File: config.mk
export PLATFORM = sky130hd
export DESIGN_NAME = sdram_init_seq
export DESIGN_NICKNAME = d
export VERILOG_FILES = /design/src/rtl/sdram_init_pkg.sv /design/src/rtl/sdram_init_timer.sv /design/src/rtl/sdram_init_fsm.sv /design/src/rtl/sdram_init_pins.sv /design/src/rtl/sdram_init_seq.sv
export SDC_FILE = /design/constraint.sdc
export NUM_CORES = 1
export LEC_CHECK = 0
export ABC_AREA = 1
export BUFFER_PORTS_ARGS = -buffer_cell sky130_fd_sc_hd__buf_2
export CORE_ASPECT_RATIO = 1.2
export CORE_MARGIN = 2
export CORE_UTILIZATION = 50
export CTS_CLUSTER_DIAMETER = 80
export DETAILED_ROUTE_END_ITERATION = 8
export MAX_ROUTING_LAYER = met4
export PLACE_DENSITY_LB_ADDON = 0.3
export SLEW_MARGIN = 0
export SYNTH_ARGS = -nofsm -noshare
export SYNTH_HDL_FRONTEND = slang
export SYNTH_HIERARCHICAL = 1
export SYNTH_SLANG_ARGS = --single-unit
File: constraint.sdc
create_clock -name clk_i -period 4 [get_ports clk_i]
set_input_delay 0.4 -clock clk_i [delete_from_list [all_inputs] [get_ports clk_i]]
set_output_delay 0.4 -clock clk_i [all_outputs]
set_load 0.005 [all_outputs]
File: src/rtl/sdram_init_pkg.sv
package sdram_init_pkg;

  // {cs_n, ras_n, cas_n, we_n}
  typedef enum logic [3:0] {
    CMD_LMR = 4'b0000,
    CMD_REF = 4'b0001,
    CMD_PRE = 4'b0010,
    CMD_NOP = 4'b0111,
    CMD_INH = 4'b1111
  } cmd_e;

  typedef enum logic [2:0] {
    S_WAIT, S_PRE, S_TRP, S_REF, S_TRC, S_LMR, S_TMRD, S_DONE
  } seq_state_e;

  function automatic int cyc_of_ns(int ns, int mhz);
    int raw;
    raw = (ns * mhz + 999) / 1000;
    return (raw < 2) ? 2 : raw;
  endfunction

  function automatic logic [15:0] mode_word(int burst_len, bit interleave, int cas_lat);
    logic [15:0] w;
    w = '0;
    case (burst_len)
      1:       w[2:0] = 3'b000;
      2:       w[2:0] = 3'b001;
      4:       w[2:0] = 3'b010;
      8:       w[2:0] = 3'b011;
      default: w[2:0] = 3'b111;
    endcase
    w[3]   = interleave;
    w[6:4] = (cas_lat == 2) ? 3'b010 : 3'b011;
    return w;
  endfunction

endpackage

File: src/rtl/sdram_init_timer.sv
module sdram_init_timer #(
  parameter int CNT_W   = 14,
  parameter int RST_VAL = 0
) (
  input  logic             clk_i,
  input  logic             rst_ni,
  input  logic             load_i,
  input  logic [CNT_W-1:0] load_val_i,
  output logic             zero_o
);

  logic [CNT_W-1:0] cnt_q;

  always_ff @(posedge clk_i or negedge rst_ni) begin
    if (!rst_ni)          cnt_q <= CNT_W'(RST_VAL);
    else if (load_i)      cnt_q <= load_val_i;
    else if (cnt_q != '0) cnt_q <= cnt_q - 1'b1;
  end

  assign zero_o = (cnt_q == '0);

  // an expired timer holds until reloaded, so a wait window cannot stretch by a wrap
  assert_timer_hold_R5: assert property (@(posedge clk_i) disable iff (!rst_ni)
    (!load_i && zero_o) |=> zero_o);

  assert_timer_load_R6: assert property (@(posedge clk_i) disable iff (!rst_ni)
    load_i |=> (zero_o == ($past(load_val_i) == '0)));

endmodule

File: src/rtl/sdram_init_fsm.sv
module sdram_init_fsm
  import sdram_init_pkg::*;
#(
  parameter int CNT_W   = 14,
  parameter int RP_CYC  = 2,
  parameter int RC_CYC  = 7,
  parameter int MRD_CYC = 2
) (
  input  logic             clk_i,
  input  logic             rst_ni,
  input  logic             zero_i,
  output logic             load_o,
  output logic [CNT_W-1:0] load_val_o,
  output cmd_e             cmd_o,
  output logic             all_banks_o,
  output logic             mode_sel_o,
  output logic             done_o
);

  seq_state_e state_q, state_d;
  logic       second_q, second_d;

  always_ff @(posedge clk_i or negedge rst_ni) begin
    if (!rst_ni) begin
      state_q  <= S_WAIT;
      second_q <= 1'b0;
    end else begin
      state_q  <= state_d;
      second_q <= second_d;
    end
  end

  always_comb begin
    state_d     = state_q;
    second_d    = second_q;
    load_o      = 1'b0;
    load_val_o  = '0;
    cmd_o       = CMD_NOP;
    all_banks_o = 1'b0;
    mode_sel_o  = 1'b0;
    done_o      = 1'b0;
    case (state_q)
      S_WAIT: if (zero_i) state_d = S_PRE;
      S_PRE: begin
        cmd_o       = CMD_PRE;
        all_banks_o = 1'b1;
        load_o      = 1'b1;
        load_val_o  = CNT_W'(RP_CYC - 2);
        state_d     = S_TRP;
      end
      S_TRP: if (zero_i) state_d = S_REF;
      S_REF: begin
        cmd_o      = CMD_REF;
        load_o     = 1'b1;
        load_val_o = CNT_W'(RC_CYC - 2);
        state_d    = S_TRC;
      end
      S_TRC: begin
        if (zero_i) begin
          if (second_q) state_d = S_LMR;
          else begin
            second_d = 1'b1;
            state_d  = S_REF;
          end
        end
      end
      S_LMR: begin
        cmd_o      = CMD_LMR;
        mode_sel_o = 1'b1;
        load_o     = 1'b1;
        load_val_o = CNT_W'(MRD_CYC - 2);
        state_d    = S_TMRD;
      end
      S_TMRD: if (zero_i) state_d = S_DONE;
      S_DONE: done_o = 1'b1;
      default: state_d = S_WAIT;
    endcase
  end

  assert_pre_after_wait_R4: assert property (@(posedge clk_i) disable iff (!rst_ni)
    (state_q == S_PRE) |-> ($past(state_q) == S_WAIT));

  assert_lmr_after_two_ref_R6: assert property (@(posedge clk_i) disable iff (!rst_ni)
    (state_q == S_LMR) |-> (second_q && $past(state_q) == S_TRC));

  assert_done_sticky_R9: assert property (@(posedge clk_i) disable iff (!rst_ni)
    (state_q == S_DONE) |=> (state_q == S_DONE));

endmodule

File: src/rtl/sdram_init_pins.sv
module sdram_init_pins
  import sdram_init_pkg::*;
#(
  parameter int ADDR_W = 11,
  parameter int BA_W   = 2
) (
  input  logic              clk_i,
  input  logic              rst_ni,
  input  cmd_e              cmd_i,
  input  logic              all_banks_i,
  input  logic              mode_sel_i,
  input  logic              done_i,
  input  logic [ADDR_W-1:0] mode_word_i,
  output logic              cs_n_o,
  output logic              ras_n_o,
  output logic              cas_n_o,
  output logic              we_n_o,
  output logic              cke_o,
  output logic [ADDR_W-1:0] addr_o,
  output logic [BA_W-1:0]   ba_o,
  output logic              init_done_o
);

  localparam int AP_BIT = 10;

  cmd_e              cmd_q;
  logic              cke_q, done_q;
  logic [ADDR_W-1:0] addr_q, addr_d;

  always_comb begin
    addr_d = '0;
    if (mode_sel_i)       addr_d = mode_word_i;
    else if (all_banks_i) addr_d[AP_BIT] = 1'b1;
  end

  always_ff @(posedge clk_i or negedge rst_ni) begin
    if (!rst_ni) begin
      cmd_q  <= CMD_INH;
      cke_q  <= 1'b0;
      addr_q <= '0;
      done_q <= 1'b0;
    end else begin
      cmd_q  <= cmd_i;
      cke_q  <= 1'b1;
      addr_q <= addr_d;
      done_q <= done_i;
    end
  end

  assign {cs_n_o, ras_n_o, cas_n_o, we_n_o} = cmd_q;
  assign cke_o       = cke_q;
  assign addr_o      = addr_q;
  assign ba_o        = '0;
  assign init_done_o = done_q;

  assert_cke_with_cmd_R2: assert property (@(posedge clk_i) disable iff (!rst_ni)
    (cmd_q != CMD_INH) |-> cke_q);

  assert_pre_all_banks_R4: assert property (@(posedge clk_i) disable iff (!rst_ni)
    (cmd_q == CMD_PRE) |-> addr_q[AP_BIT]);

  assert_done_idle_R9: assert property (@(posedge clk_i) disable iff (!rst_ni)
    done_q |-> (cmd_q == CMD_NOP && cke_q));

  assert_done_holds_R9: assert property (@(posedge clk_i) disable iff (!rst_ni)
    done_q |=> done_q);

  assert_no_back_to_back_R8: assert property (@(posedge clk_i) disable iff (!rst_ni)
    (cmd_q inside {CMD_PRE, CMD_REF, CMD_LMR}) |=> (cmd_q == CMD_NOP));

endmodule

File: src/rtl/sdram_init_seq.sv
module sdram_init_seq
  import sdram_init_pkg::*;
#(
  parameter int CLK_MHZ    = 100,
  parameter int WAIT_US    = 100,
  parameter int T_RP_NS    = 20,
  parameter int T_RC_NS    = 70,
  parameter int T_MRD_CYC  = 2,
  parameter int BURST_LEN  = 4,
  parameter bit INTERLEAVE = 1'b0,
  parameter int CAS_LAT    = 3,
  parameter int ADDR_W     = 11,
  parameter int BA_W       = 2
) (
  input  logic              clk_i,
  input  logic              rst_ni,
  output logic              cs_n_o,
  output logic              ras_n_o,
  output logic              cas_n_o,
  output logic              we_n_o,
  output logic              cke_o,
  output logic [ADDR_W-1:0] addr_o,
  output logic [BA_W-1:0]   ba_o,
  output logic              init_done_o
);

  localparam int WAIT_CYC = (WAIT_US * CLK_MHZ < 1) ? 1 : WAIT_US * CLK_MHZ;
  localparam int RP_CYC   = cyc_of_ns(T_RP_NS, CLK_MHZ);
  localparam int RC_CYC   = cyc_of_ns(T_RC_NS, CLK_MHZ);
  localparam int MRD_CYC  = (T_MRD_CYC < 2) ? 2 : T_MRD_CYC;
  localparam int MAX_CYC  = (WAIT_CYC > RC_CYC) ? WAIT_CYC : RC_CYC;
  localparam int CNT_W    = $clog2(MAX_CYC + 1);
  localparam logic [15:0] MODE_W16 = mode_word(BURST_LEN, INTERLEAVE, CAS_LAT);

  logic             load, zero, all_banks, mode_sel, done;
  logic [CNT_W-1:0] load_val;
  cmd_e             cmd;

  sdram_init_timer #(
    .CNT_W  (CNT_W),
    .RST_VAL(WAIT_CYC - 1)
  ) i_timer (
    .clk_i     (clk_i),
    .rst_ni    (rst_ni),
    .load_i    (load),
    .load_val_i(load_val),
    .zero_o    (zero)
  );

  sdram_init_fsm #(
    .CNT_W  (CNT_W),
    .RP_CYC (RP_CYC),
    .RC_CYC (RC_CYC),
    .MRD_CYC(MRD_CYC)
  ) i_fsm (
    .clk_i      (clk_i),
    .rst_ni     (rst_ni),
    .zero_i     (zero),
    .load_o     (load),
    .load_val_o (load_val),
    .cmd_o      (cmd),
    .all_banks_o(all_banks),
    .mode_sel_o (mode_sel),
    .done_o     (done)
  );

  sdram_init_pins #(
    .ADDR_W(ADDR_W),
    .BA_W  (BA_W)
  ) i_pins (
    .clk_i      (clk_i),
    .rst_ni     (rst_ni),
    .cmd_i      (cmd),
    .all_banks_i(all_banks),
    .mode_sel_i (mode_sel),
    .done_i     (done),
    .mode_word_i(MODE_W16[ADDR_W-1:0]),
    .cs_n_o     (cs_n_o),
    .ras_n_o    (ras_n_o),
    .cas_n_o    (cas_n_o),
    .we_n_o     (we_n_o),
    .cke_o      (cke_o),
    .addr_o     (addr_o),
    .ba_o       (ba_o),
    .init_done_o(init_done_o)
  );

endmodule

==> results.md <==
Status:
- The flow ran to the end, and the final reports show no timing, DRC or antenna violations.

Placement:
- The final estimated routing congestion in global placement is between 0.8 and 0.9.
- Detailed placement finished with a half-perimeter wire length of 2.38 mm.
- The placement-stage worst setup slack is approximately 2.2 ns.
- Once placement completed, the tool counted placed cells totaling 313.
- The count of buffers added on input and output ports is 18.

Detailed routing:
- For this block, the routed nets add up to about 3.3 mm of wire.
- The number of violations reported at the end of detailed-routing iteration 0 is 43.
- The number of nets with antenna violations after detailed routing is 0.
- The detailed-router iteration count before antenna repair is 4.
- The remaining routing DRC violations is 0.
- The final route contains roughly 1400 vias.
- Dividing the detail-routed via count by the number of cells gives ~4.4.
- In the final routed layout, each cell accounts on average for 10.2 microns.

STA:
- The setup skew after layout is 0.00947 ns.
- Based on the critical path, the design can be clocked at up to 552 MHz.
- After routing, the total negative slack on setup checks comes to 0 ns.
- After layout, the minimum clock period comes to roughly 1.8 ns.
- The total setup violations reported at the end of the flow is 0.
- The final hold violation count is 0.
- The final critical-path share of the clock period is between 40% and 50%.
- Setup repair after global routing left no endpoint under its margin.
- The number of pins with negative max-slew slack in the final report was 0.
- Measured against its own limit, the worst slew margin works out to a little under half.
- The slew of the pin with the lowest slew margin is about 0.8 ns.
- After layout, the worst setup slack is approximately 2.2 ns.

Critical path:
- STA classifies the critical path endpoint as a flop.
- The endpoint identified for the worst register-to-register timing path is i_timer/cnt_q[5].
- The origin of the critical flop-to-flop path is i_fsm/state_q[0].
- At the worst endpoint, the required time is approximately 4.2 ns.
- The worst setup path is launched from a flop.
- The cell depth of the worst flop-to-flop path is 6.
- Setup slack on the worst reg-to-reg path comes out at between 2 and 2.5 ns.
- The top fanout value on the critical path is 19.
- The arrival time of the worst setup path is 2.04 ns.
- The critical path is of the flop to flop type.

Clock network:
- The clock transition at the registers of the reported paths is 0.07 ns.
- The maximum root-to-sink buffer count is 2.
- The sink count of the clock tree is 35.
- The count of buffers added by post-CTS timing repair for setup is 0.
- Buffers inserted during clock tree synthesis total 5.
- The buffer cell driving the clock tree root is sky130_fd_sc_hd__clkbuf_8.
- TritonCTS built the clock tree.
- The level count of the clock H-tree is 2.
- Gates resized during post-CTS repair numbered 0.
- The later pin in the worst-skew pair is clocked with a latency of 0.29 ns.
- The number of hold buffers added after CTS was 0.

Floorplan:
- The floorplan step set the die width to 60.6 microns.
- The core region is 3660 sq um.
- The die covers 4350 sq um.
- The die is around 70 microns tall.
- Once the floorplan was initialized, standard cells occupied between 50% and 60% of the core.
- The number of placement rows is 24.
- In this run the count of I/O pins placed on the die edge is 21.

Synthesis:
- The register area share after synthesis is a little under half.
- The number of synthesized register bits is 35.
- For this run, the number of Yosys warnings is 6.
- The average instance area after synthesis is ~8.0 sq um.
- The post-synth design cell area is 1920 sq um.
- Synthesis handed over a netlist of ~240 instances.
- The number of distinct library cells after synthesis is 33.

Finish:
- The filler-free cell count of the finished design is 321.
- The number of antenna repair diodes is 0.
- The fraction of final layout cells sized beyond drive strength 1 is between 20% and 30%.
- The commonest non-fill, non-tap cell in the layout is sky130_fd_sc_hd__nand2_1.
- In the layout the commonest cells are 63 x sky130_fd_sc_hd__nand2_1, 32 x sky130_fd_sc_hd__inv_1, 27 x sky130_fd_sc_hd__conb_1.
- For this run, the share of the core covered by cells in the final layout is between 50% and 60%.
- The count of nets after finishing is 271.
- The layout overhead on the synthesized area is 9.26%.

Power:
- For this design the static power due to leakage is roughly 0.0011 uW.
- The largest vdd supply drop is approximately 0.26 mV.
- The power density of the placed cells is slightly below 300 nW/um^2.

Global route:
- Global routing finished with a remaining overflow of 0.
- The via count of the first global-routing pass was around 1400.
- The initial antenna violation count is 0.
- The first global-routing pass estimated about 5.9 mm of wire.
- Across every metal layer, demand over resource in global routing totals 19.0%.
- The pin count of the biggest net entering global routing is 36.

Worst hold path:
- The path category of the worst min-delay check is input pin to async pin.

Flow run:
- Max-cap violations in this run came to 0.
cells in the mapped netlist, drive strengths merged:
cell type  instances  area (sq um)
xnor2              1          8.76
clkbuf             2          8.75
buf               18           136
o21ai             13          65.1
clkinv             2          12.5
nand2             66           260
o211ai             1          7.51
nand3             18           105
conb               5          18.8
nor2              30           156
inv               34           128
nor3               2          15.0
dfrtp             23           576
ha                 1          12.5
nand4              1          6.26
a21oi              8          62.6
dfstp             12           315
or2                4          25.0
registers in the layout, indices dropped and copies added (netlist names):
register	cells
i_fsm/second_q	1
i_fsm/state_q	3
i_pins/addr_o	11
i_pins/cke_o	1
i_pins/cmd_q	4
i_pins/init_done_o	1
i_timer/cnt_q	14
kinds of logic (layout without fill, tap and decap cells):
logic type      after synthesis  after routing  share of synthesized area, %
compound gates               22             22                          7.04
flops                        35             35                          46.4
buf+inv                      56             62                          14.9
fa+ha+maj                     1              1                         0.652
xor+xnor                      1              1                         0.456
simple gates                121            121                          29.6
other cells                   5             27                         0.978
final cells by class:
cell class	count	area, sq um
timing repair buffer	18	90.1
fill	333	1570
clock buffer	6	72.6
clock inverter	2	12.5
multi-input combinational	172	826
tap	52	65.1
sequential	35	891
inverter	36	140
critical path, cell delays in order, from the launching register on:
cell and delay (ns):
sky130_fd_sc_hd__dfrtp_1 0.44, sky130_fd_sc_hd__inv_1 0.13, sky130_fd_sc_hd__a21oi_2 0.41, sky130_fd_sc_hd__inv_2 0.27
sky130_fd_sc_hd__nand3_2 0.24, sky130_fd_sc_hd__clkinv_4 0.13, sky130_fd_sc_hd__a21oi_2 0.12
through the flow:
stage               cell area, sq um  hold WS, ns  power [uW]
floorplan                       2000        0.104         378
global placement                2010        0.490         376
detailed placement              2010        0.504         376
CTS                             2100        0.188         631
global route                    2100        0.237         643
finish                          2100        0.165         620
how the worst max path moves through the flow:
stage | start | end | slack [ns] | cells after the start
final | i_fsm/state_q[0] | i_timer/cnt_q[5] | 2.19 | 6
after global placement | i_fsm/state_q[0] | i_timer/cnt_q[10] | 2.24 | 6
after floorplan | i_timer/cnt_q[0] | i_fsm/state_q[2] | 2.44 | 11
after global routing | i_fsm/state_q[0] | i_timer/cnt_q[4] | 1.95 | 6
after detailed placement | i_fsm/state_q[0] | i_timer/cnt_q[3] | 2.20 | 6
after CTS | i_fsm/state_q[0] | i_timer/cnt_q[5] | 2.17 | 6
per-layer routing:
metal	wire (microns)	up-vias	part of all wire [%]	track usage [%]
li1	-	740	-	-
met1	1390	629	43	20.8
met2	1650	33	51	31.2
met3	149	9	4.6	5.05
met4	77	0	2.4	9.18
met5	0	-	0	-
power by group:
group          total [uW]  internal [uW]  switching (uW)
Combinational        13.0           1.73            11.2
Sequential            357            356           0.775
Clock                 250            122             129
Total                 620            480             141
Power figures use the tool's default switching activity.
